**src/rtl/bic_pkg.sv**
```systemverilog
package bic_pkg;

    localparam int BANK_W     = 32;
    localparam int BANK_SEL_W = 1;
    localparam int NUM_BANKS  = 2 ** BANK_SEL_W;
    localparam int SRC_N      = NUM_BANKS * BANK_W;
    localparam int SEL_W      = 5;
    localparam int ADDR_W     = SEL_W + BANK_SEL_W + 2;

    typedef enum logic [SEL_W-1:0] {
        SEL_NRM_STAT = 5'd0,
        SEL_FST_STAT = 5'd1,
        SEL_RAW      = 5'd2,
        SEL_ROUTE    = 5'd3,
        SEL_SENSE    = 5'd4,
        SEL_EN_SET   = 5'd5,
        SEL_EN_CLR   = 5'd6,
        SEL_SOFT_SET = 5'd7,
        SEL_SOFT_CLR = 5'd8,
        SEL_EDGE_CLR = 5'd9,
        SEL_POL      = 5'd10
    } reg_sel_e;

    typedef logic [NUM_BANKS-1:0][BANK_W-1:0] bank_vec_t;

endpackage

```
**src/rtl/bic_bank.sv**
```systemverilog
module bic_bank
    import bic_pkg::*;
#(
    parameter logic [BANK_W-1:0] LEVEL_MASK = '0,
    parameter logic [BANK_W-1:0] POL_MASK   = '0
) (
    input  logic              clk,
    input  logic              rst_n,
    input  logic [BANK_W-1:0] src,
    input  logic              we_en_set,
    input  logic              we_en_clr,
    input  logic              we_soft_set,
    input  logic              we_soft_clr,
    input  logic              we_route,
    input  logic              we_edge_clr,
    input  logic              we_pol,
    input  logic [BANK_W-1:0] wdata,
    output logic [BANK_W-1:0] en_q,
    output logic [BANK_W-1:0] soft_q,
    output logic [BANK_W-1:0] route_q,
    output logic [BANK_W-1:0] pol_q,
    output logic [BANK_W-1:0] pending,
    output logic [BANK_W-1:0] nrm_stat,
    output logic [BANK_W-1:0] fst_stat
);

    localparam logic [BANK_W-1:0] EDGE_MASK = ~LEVEL_MASK;

    logic [BANK_W-1:0] prev_q;
    logic [BANK_W-1:0] latch_q;
    logic [BANK_W-1:0] rise;
    logic [BANK_W-1:0] edge_clr;
    logic [BANK_W-1:0] latch_d;
    logic [BANK_W-1:0] active;

    always_comb begin
        rise     = src & ~prev_q;
        edge_clr = we_edge_clr ? wdata : '0;
        latch_d  = ((latch_q & ~edge_clr) | rise) & EDGE_MASK;
    end

    always_ff @(posedge clk) begin
        if (!rst_n) begin
            prev_q  <= '0;
            latch_q <= '0;
        end else begin
            prev_q  <= src;
            latch_q <= latch_d;
        end
    end

    always_ff @(posedge clk) begin
        if (!rst_n) begin
            en_q    <= '0;
            soft_q  <= '0;
            route_q <= '0;
            pol_q   <= '0;
        end else begin
            if (we_en_set)   en_q    <= en_q | wdata;
            if (we_en_clr)   en_q    <= en_q & ~wdata;
            if (we_soft_set) soft_q  <= soft_q | wdata;
            if (we_soft_clr) soft_q  <= soft_q & ~wdata;
            if (we_route)    route_q <= wdata;
            if (we_pol)      pol_q   <= wdata & POL_MASK;
        end
    end

    always_comb begin
        pending  = (LEVEL_MASK & (src ^ pol_q)) | latch_q | soft_q;
        active   = pending & en_q;
        nrm_stat = active & ~route_q;
        fst_stat = active & route_q;
    end


    latch_hold_chk: assert property (@(posedge clk) disable iff (!rst_n)
        1'b1 |=> ((latch_q & $past(latch_q & ~edge_clr)) == $past(latch_q & ~edge_clr)));


    en_stable_chk: assert property (@(posedge clk) disable iff (!rst_n)
        !(we_en_set || we_en_clr) |=> $stable(en_q));


    route_disjoint_chk: assert property (@(posedge clk) disable iff (!rst_n)
        (nrm_stat & fst_stat) == '0);


    pol_mask_chk: assert property (@(posedge clk) disable iff (!rst_n)
        (pol_q & ~POL_MASK) == '0);

endmodule

```
**src/rtl/bic_regif.sv**
```systemverilog
module bic_regif
    import bic_pkg::*;
#(
    parameter logic [SRC_N-1:0] LEVEL_MAP = '0
) (
    input  logic                  clk,
    input  logic                  rst_n,
    input  logic                  bus_valid,
    input  logic                  bus_write,
    input  logic [ADDR_W-1:0]     bus_addr,
    input  bank_vec_t             rb_nrm,
    input  bank_vec_t             rb_fst,
    input  bank_vec_t             rb_raw,
    input  bank_vec_t             rb_route,
    input  bank_vec_t             rb_en,
    input  bank_vec_t             rb_soft,
    input  bank_vec_t             rb_pol,
    output logic                  wr_go,
    output reg_sel_e              wr_sel,
    output logic [BANK_SEL_W-1:0] wr_bank,
    output logic [BANK_W-1:0]     bus_rdata
);

    logic                  aligned;
    logic                  rd_go;
    logic [BANK_SEL_W-1:0] bank;
    reg_sel_e              sel;
    logic [BANK_W-1:0]     rd_val;

    always_comb begin
        aligned = (bus_addr[1:0] == 2'b00);
        bank    = bus_addr[BANK_SEL_W+1:2];
        sel     = reg_sel_e'(bus_addr[ADDR_W-1:BANK_SEL_W+2]);
        wr_go   = bus_valid && bus_write && aligned;
        rd_go   = bus_valid && !bus_write;
        wr_sel  = sel;
        wr_bank = bank;
    end

    always_comb begin
        rd_val = '0;
        if (aligned) begin
            case (sel)
                SEL_NRM_STAT: rd_val = rb_nrm[bank];
                SEL_FST_STAT: rd_val = rb_fst[bank];
                SEL_RAW:      rd_val = rb_raw[bank];
                SEL_ROUTE:    rd_val = rb_route[bank];
                SEL_SENSE:    rd_val = LEVEL_MAP[bank*BANK_W +: BANK_W];
                SEL_EN_SET:   rd_val = rb_en[bank];
                SEL_SOFT_SET: rd_val = rb_soft[bank];
                SEL_POL:      rd_val = rb_pol[bank];
                default:      rd_val = '0;
            endcase
        end
    end

    always_ff @(posedge clk) begin
        if (!rst_n) begin
            bus_rdata <= '0;
        end else if (rd_go) begin
            bus_rdata <= rd_val;
        end
    end


    rdata_hold_chk: assert property (@(posedge clk) disable iff (!rst_n)
        !(bus_valid && !bus_write) |=> $stable(bus_rdata));

endmodule

```
**src/rtl/banked_irq_ctrl.sv**
```systemverilog
module banked_irq_ctrl
    import bic_pkg::*;
#(
    parameter logic [SRC_N-1:0] LEVEL_MAP = 64'h0000_00F0_0000_F00F,
    parameter logic [SRC_N-1:0] POL_MAP   = 64'h0000_0000_0000_000F
) (
    input  logic              clk,
    input  logic              rst_n,
    input  logic [SRC_N-1:0]  src_in,
    input  logic              bus_valid,
    input  logic              bus_write,
    input  logic [ADDR_W-1:0] bus_addr,
    input  logic [BANK_W-1:0] bus_wdata,
    output logic [BANK_W-1:0] bus_rdata,
    output logic              irq_out,
    output logic              fiq_out
);

    bank_vec_t             nrm_v, fst_v, raw_v, route_v, en_v, soft_v, pol_v;
    logic                  wr_go;
    reg_sel_e              wr_sel;
    logic [BANK_SEL_W-1:0] wr_bank;

    bic_regif #(.LEVEL_MAP(LEVEL_MAP)) u_regif (
        .clk       (clk),
        .rst_n     (rst_n),
        .bus_valid (bus_valid),
        .bus_write (bus_write),
        .bus_addr  (bus_addr),
        .rb_nrm    (nrm_v),
        .rb_fst    (fst_v),
        .rb_raw    (raw_v),
        .rb_route  (route_v),
        .rb_en     (en_v),
        .rb_soft   (soft_v),
        .rb_pol    (pol_v),
        .wr_go     (wr_go),
        .wr_sel    (wr_sel),
        .wr_bank   (wr_bank),
        .bus_rdata (bus_rdata)
    );

    for (genvar b = 0; b < NUM_BANKS; b++) begin : g_bank
        logic hit;
        assign hit = wr_go && (wr_bank == BANK_SEL_W'(b));

        bic_bank #(
            .LEVEL_MASK (LEVEL_MAP[b*BANK_W +: BANK_W]),
            .POL_MASK   (POL_MAP[b*BANK_W +: BANK_W])
        ) u_bank (
            .clk         (clk),
            .rst_n       (rst_n),
            .src         (src_in[b*BANK_W +: BANK_W]),
            .we_en_set   (hit && wr_sel == SEL_EN_SET),
            .we_en_clr   (hit && wr_sel == SEL_EN_CLR),
            .we_soft_set (hit && wr_sel == SEL_SOFT_SET),
            .we_soft_clr (hit && wr_sel == SEL_SOFT_CLR),
            .we_route    (hit && wr_sel == SEL_ROUTE),
            .we_edge_clr (hit && wr_sel == SEL_EDGE_CLR),
            .we_pol      (hit && wr_sel == SEL_POL),
            .wdata       (bus_wdata),
            .en_q        (en_v[b]),
            .soft_q      (soft_v[b]),
            .route_q     (route_v[b]),
            .pol_q       (pol_v[b]),
            .pending     (raw_v[b]),
            .nrm_stat    (nrm_v[b]),
            .fst_stat    (fst_v[b])
        );
    end

    always_comb begin
        irq_out = |nrm_v;
        fiq_out = |fst_v;
    end


    reset_quiet_chk: assert property (@(posedge clk)
        !rst_n |=> (!irq_out && !fiq_out) || !rst_n);

endmodule

```
**config.mk**
```make
export PLATFORM = sky130hd
export DESIGN_NAME = banked_irq_ctrl
export DESIGN_NICKNAME = d
export VERILOG_FILES = /design/src/rtl/bic_pkg.sv /design/src/rtl/bic_bank.sv /design/src/rtl/bic_regif.sv /design/src/rtl/banked_irq_ctrl.sv
export SDC_FILE = /design/constraint.sdc
export NUM_CORES = 1
export LEC_CHECK = 0
export BUFFER_PORTS_ARGS = -buffer_cell sky130_fd_sc_hd__buf_4
export CAP_MARGIN = 30
export CORE_MARGIN = 10
export CORE_UTILIZATION = 35
export CTS_CLUSTER_DIAMETER = 100
export DETAILED_ROUTE_END_ITERATION = 8
export GPL_ROUTABILITY_DRIVEN = 0
export GPL_TIMING_DRIVEN = 0
export PLACE_DENSITY = 0.6
export SYNTH_ARGS = -nofsm -noshare
export SYNTH_HDL_FRONTEND = slang
export SYNTH_SLANG_ARGS = --single-unit
```
**constraint.sdc**
```tcl
create_clock -name clk -period 2.4 [get_ports clk]
set_input_delay 0.24 -clock clk [delete_from_list [all_inputs] [get_ports clk]]
set_output_delay 0.24 -clock clk [all_outputs]
set_load 0.005 [all_outputs]
```
==> run_summary.xml <==
<?xml version="1.0" encoding="UTF-8"?>
<metrics>
  <group name="status">
    <metric name="result_of_the_run" unit="">finished with violations</metric>
    <metric name="failed_checks" unit="">DRC, setup timing</metric>
  </group>
  <group name="sta">
    <metric name="max_freq" unit="GHz">0.349</metric>
    <metric name="rsz0062_at_grt" unit="">yes</metric>
    <metric name="final-max-slew-violation-count" unit="">0</metric>
    <metric name="final_hold_slack" unit="ns">0.00646</metric>
    <metric name="timing.final.ws_setup" unit="ns">-0.463</metric>
    <metric name="setup_viol_count_final" unit="">14</metric>
    <metric name="hold_viol" unit="">0</metric>
    <metric name="slew-limit-headroom" unit="">0.248</metric>
    <metric name="layout_min_cycle_time" unit="ns">2.86</metric>
    <metric name="worst_clock_skew" unit="ns">0.0277</metric>
    <metric name="tightest_slew" unit="ns">1.13</metric>
    <metric name="final_min_period_over_clock_period" unit="">1.19</metric>
  </group>
  <group name="setup_path">
    <metric name="worst_setup_path_endpoint" unit="">irq_out</metric>
    <metric name="timing.critical_path.max_delay_family" unit="">simple AND/OR/NAND/NOR gates</metric>
    <metric name="critPathLaunchType" unit="">flip-flop</metric>
    <metric name="cp.arrival" unit="ns">2.62</metric>
    <metric name="r2r_setup_slack" unit="ns">0.65</metric>
    <metric name="cp_num_buf_inv" unit="">1</metric>
    <metric name="timing.reg2reg.worst_path_depth" unit="">8</metric>
    <metric name="crit_path_max_fanout" unit="">5</metric>
    <metric name="worstSetupEndpointType" unit="">output pin</metric>
    <metric name="critical_path_depth" unit="">6</metric>
    <metric name="worst_r2r_endpoint" unit="">u_regif.bus_rdata[22]</metric>
    <metric name="cp_slowest_cell" unit="">or4_4</metric>
    <metric name="critPathMaxStageDelay" unit="ns">0.56</metric>
    <metric name="cp_data_required_time" unit="ns">2.16</metric>
    <metric name="crit_chain" unit="">o21ai_4 &gt; o22ai_1 &gt; or4_4 &gt; nor4_4 &gt; nand4_1 &gt; buf_4</metric>
    <metric name="timing_worst_setup_path_type" unit="">reg -&gt; out</metric>
  </group>
  <group name="logic_synthesis">
    <metric name="yosys_register_bits" unit="">332</metric>
    <metric name="most_frequent_cell_after_synthesis" unit="">dfxtp_1</metric>
    <metric name="synthFlopType" unit="">dfxtp_1</metric>
    <metric name="post-synth-top-area-fraction" unit="">0.408</metric>
    <metric name="synth_cell_type_count" unit="">61</metric>
    <metric name="postSynthAreaPerCell" unit="sq um">8.29</metric>
    <metric name="synth.cells.most_frequent" unit="">dfxtp_1 (332), a21oi_1 (250), nand2_1 (170), o21ai_0 (167), a211oi_1 (128)</metric>
    <metric name="yosys_warnings" unit="">0</metric>
    <metric name="fraction_of_the_yosys_area_taken_by_sequential_cells" unit="">0.408</metric>
    <metric name="syn_nets" unit="">2074</metric>
    <metric name="async_reset_ff_frac" unit="">0</metric>
    <metric name="synthesis.area" unit="sq um">16300</metric>
    <metric name="synthDominantAreaCellType" unit="">dfxtp_1</metric>
    <metric name="synth-edff-count" unit="">0</metric>
    <metric name="synth.top_cells.by_area" unit="">dfxtp_1 (41%), a21oi_1 (7.7%), a211oi_1 (5.9%)</metric>
    <metric name="syn-instance-count" unit="">1966</metric>
  </group>
  <group name="global_routing">
    <metric name="grtUsageMet2" unit="">0.383</metric>
    <metric name="grt_antenna_before_repair" unit="">3</metric>
    <metric name="grt_busiest_layer" unit="">met2</metric>
    <metric name="grt_pass1_wl" unit="mm">109</metric>
    <metric name="global_route.overflow_total" unit="">0</metric>
    <metric name="grt_pass1_vias" unit="">17100</metric>
    <metric name="grt_start_max_net_pins" unit="">14</metric>
    <metric name="grt_util_met3" unit="">0.0870</metric>
    <metric name="grt_util_met1" unit="">0.311</metric>
    <metric name="groute.usage.overall" unit="">0.256</metric>
  </group>
  <group name="clocking">
    <metric name="cts.root.buffer_cell" unit="">clkbuf_16</metric>
    <metric name="cts_buffer_depth" unit="">3</metric>
    <metric name="worst_skew_pair.late_latency" unit="ns">0.58</metric>
    <metric name="cts_tree" unit="">done</metric>
    <metric name="tritoncts.num_buffers" unit="">38</metric>
    <metric name="clkSinkCount" unit="">332</metric>
    <metric name="ctsHtreeMaxLevel" unit="">2</metric>
    <metric name="cts.reportedPaths.clkPinSlew" unit="ns">0.06</metric>
  </group>
  <group name="power">
    <metric name="power_per_cell_area" unit="nW/um^2">623</metric>
    <metric name="ir_worst_vdd" unit="mV">0.365</metric>
    <metric name="power_leakage" unit="nW">7.26</metric>
  </group>
  <group name="finish">
    <metric name="diodes" unit="">0</metric>
    <metric name="final-instance-count-excl-fill" unit="">2876</metric>
    <metric name="drive_above_1_share" unit="">0.170</metric>
    <metric name="layout-area-overhead-vs-synth" unit="%">26.2</metric>
    <metric name="core_util_final" unit="">0.445</metric>
    <metric name="design.final.nets" unit="">2349</metric>
  </group>
  <group name="min_path">
    <metric name="min-delay-path-class" unit="">in -&gt; reg</metric>
  </group>
  <group name="place">
    <metric name="place.detailed.hpwl" unit="mm">54.9</metric>
    <metric name="placed_insts" unit="">2711</metric>
    <metric name="i_o_buffers" unit="">138</metric>
  </group>
  <group name="detailed_routing">
    <metric name="detail_route.iter0.violations" unit="">2662</metric>
    <metric name="drt_antenna_net_count" unit="">0</metric>
    <metric name="wl_per_cell" unit="microns">26.4</metric>
    <metric name="post-route-drc-count" unit="">22</metric>
    <metric name="detail_route.first_pass.iterations" unit="">9</metric>
    <metric name="via_per_inst" unit="">6.27</metric>
    <metric name="finalWirelength" unit="mm">75.8</metric>
    <metric name="route.vias.total" unit="">18000</metric>
  </group>
  <group name="die">
    <metric name="die-area" unit="sq um">55600</metric>
    <metric name="overall_die_height" unit="microns">236</metric>
    <metric name="core-area" unit="sq um">46300</metric>
    <metric name="start_util" unit="">0.352</metric>
    <metric name="io_pins" unit="">142</metric>
    <metric name="rows" unit="">79</metric>
    <metric name="dieWidth" unit="microns">236</metric>
  </group>
  <group name="flow_run">
    <metric name="max_cap_viol_count" unit="">0</metric>
  </group>
</metrics>
-- cell families (layout without fill, tap and decap cells) --
group | count (synthesis) | in the layout | synth area share
compound gates | 768 | 768 | 0.298
xor+xnor | 5 | 5 | 0.00269
buf+inv | 176 | 479 | 0.0455
flops | 332 | 332 | 0.408
mux | 111 | 111 | 0.0709
simple gates | 574 | 574 | 0.175
-- stage by stage --
| step | instance area [sq um] | setup WS [ns] | setup TNS, ns | total power (W) |
|---|---|---|---|---|
| detailed placement | 18100 | -0.975 | -97.64 | 0.00680 |
| CTS | 20300 | -0.345 | -0.568 | 0.0128 |
| global placement | 18100 | -0.950 | -84.80 | 0.00679 |
| floorplan | 16300 | 0.572 | 0 | 0.00632 |
| global route | 20600 | -0.420 | -0.676 | 0.0131 |
| finish | 20600 | -0.463 | -0.979 | 0.0128 |
-- cell type report --
type | instances | area [sq um]
buffer | 172 | 729
clock buffer | 54 | 1130
clock inverter | 14 | 133
fill | 4652 | 25700
inverter | 4 | 15.0
multi-input combinational | 1458 | 9150
sequential | 332 | 6670
tap | 607 | 759
timing repair buffer | 235 | 1980
-- per-layer routing --
layer / vias to the layer above / part of all wire
met5: - / 0.00073
met4: 6 / 0.073
met3: 421 / 0.13
met2: 1351 / 0.42
met1: 8425 / 0.38
li1: 7838 / -
-- how the worst min path moves through the flow --
stage / from / endpoint / slack [ns] / cells after the start
global placement: u_regif.bus_rdata[31] / u_regif.bus_rdata[31] / 0.44 / 1
detailed placement: u_regif.bus_rdata[31] / u_regif.bus_rdata[31] / 0.45 / 1
CTS: bus_wdata[13] / flip-flop / 0.004 / 3
finish: bus_wdata[13] / flip-flop / 0.006 / 3
floorplan: src_in[10] / g_bank[0].u_bank.prev_q[10] / 0.36 / 1
global route: bus_wdata[0] / flip-flop / 0.03 / 3
-- placed cells by master, fill, tap and decap left out, types with 17 or more instances in the layout --
| cell type | count |
|---|---|
| dfxtp_1 | 316 |
| a21oi_1 | 250 |
| nand2_1 | 170 |
| buf_4 | 158 |
| o21ai_0 | 133 |
| a211oi_1 | 128 |
| clkbuf_1 | 121 |
| nor2_1 | 111 |
| nor3_1 | 79 |
| dlygate4sd3_1 | 77 |
| mux2i_1 | 76 |
| o211ai_1 | 65 |
| and2_1 | 53 |
| nand4_1 | 43 |
| buf_2 | 41 |
| clkbuf_16 | 41 |
| mux2_2 | 35 |
| nor2b_1 | 33 |
| nand2b_1 | 32 |
| o22ai_1 | 28 |
| a22o_1 | 28 |
| a22oi_1 | 23 |
| o22a_1 | 20 |
| a21bo_2 | 18 |
| o21ai_1 | 17 |
-- worst register-to-register path, stage by stage, from the launching register on --
cell      delay [ns]
dfxtp_2         0.35
o211ai_1        0.35
buf_4           0.18
buf_4           0.09
buf_4           0.09
nor2_1          0.03
o21ai_0         0.19
nand4_1         0.16
a22o_1          0.20
-- power breakdown --
group / switching, W / leakage, nW / internal, W / total, W
Combinational: 0.000670 / 3.92 / 0.000432 / 0.00110
Sequential: 0.000115 / 2.71 / 0.00563 / 0.00575
Clock: 0.00244 / 0.625 / 0.00352 / 0.00596
Total: 0.00323 / 7.26 / 0.00958 / 0.0128
-- timing repair --
action                                  4_1_cts  5_1_grt
gates resized for setup                      56       45
hold endpoints to repair                     78        0
hold buffers                                 77        0
endpoints found under the setup margin       32       42
setup buffers                                11        6
gates cloned                                  0        0
pin swaps                                    20       17
Power figures use the tool's default switching activity.
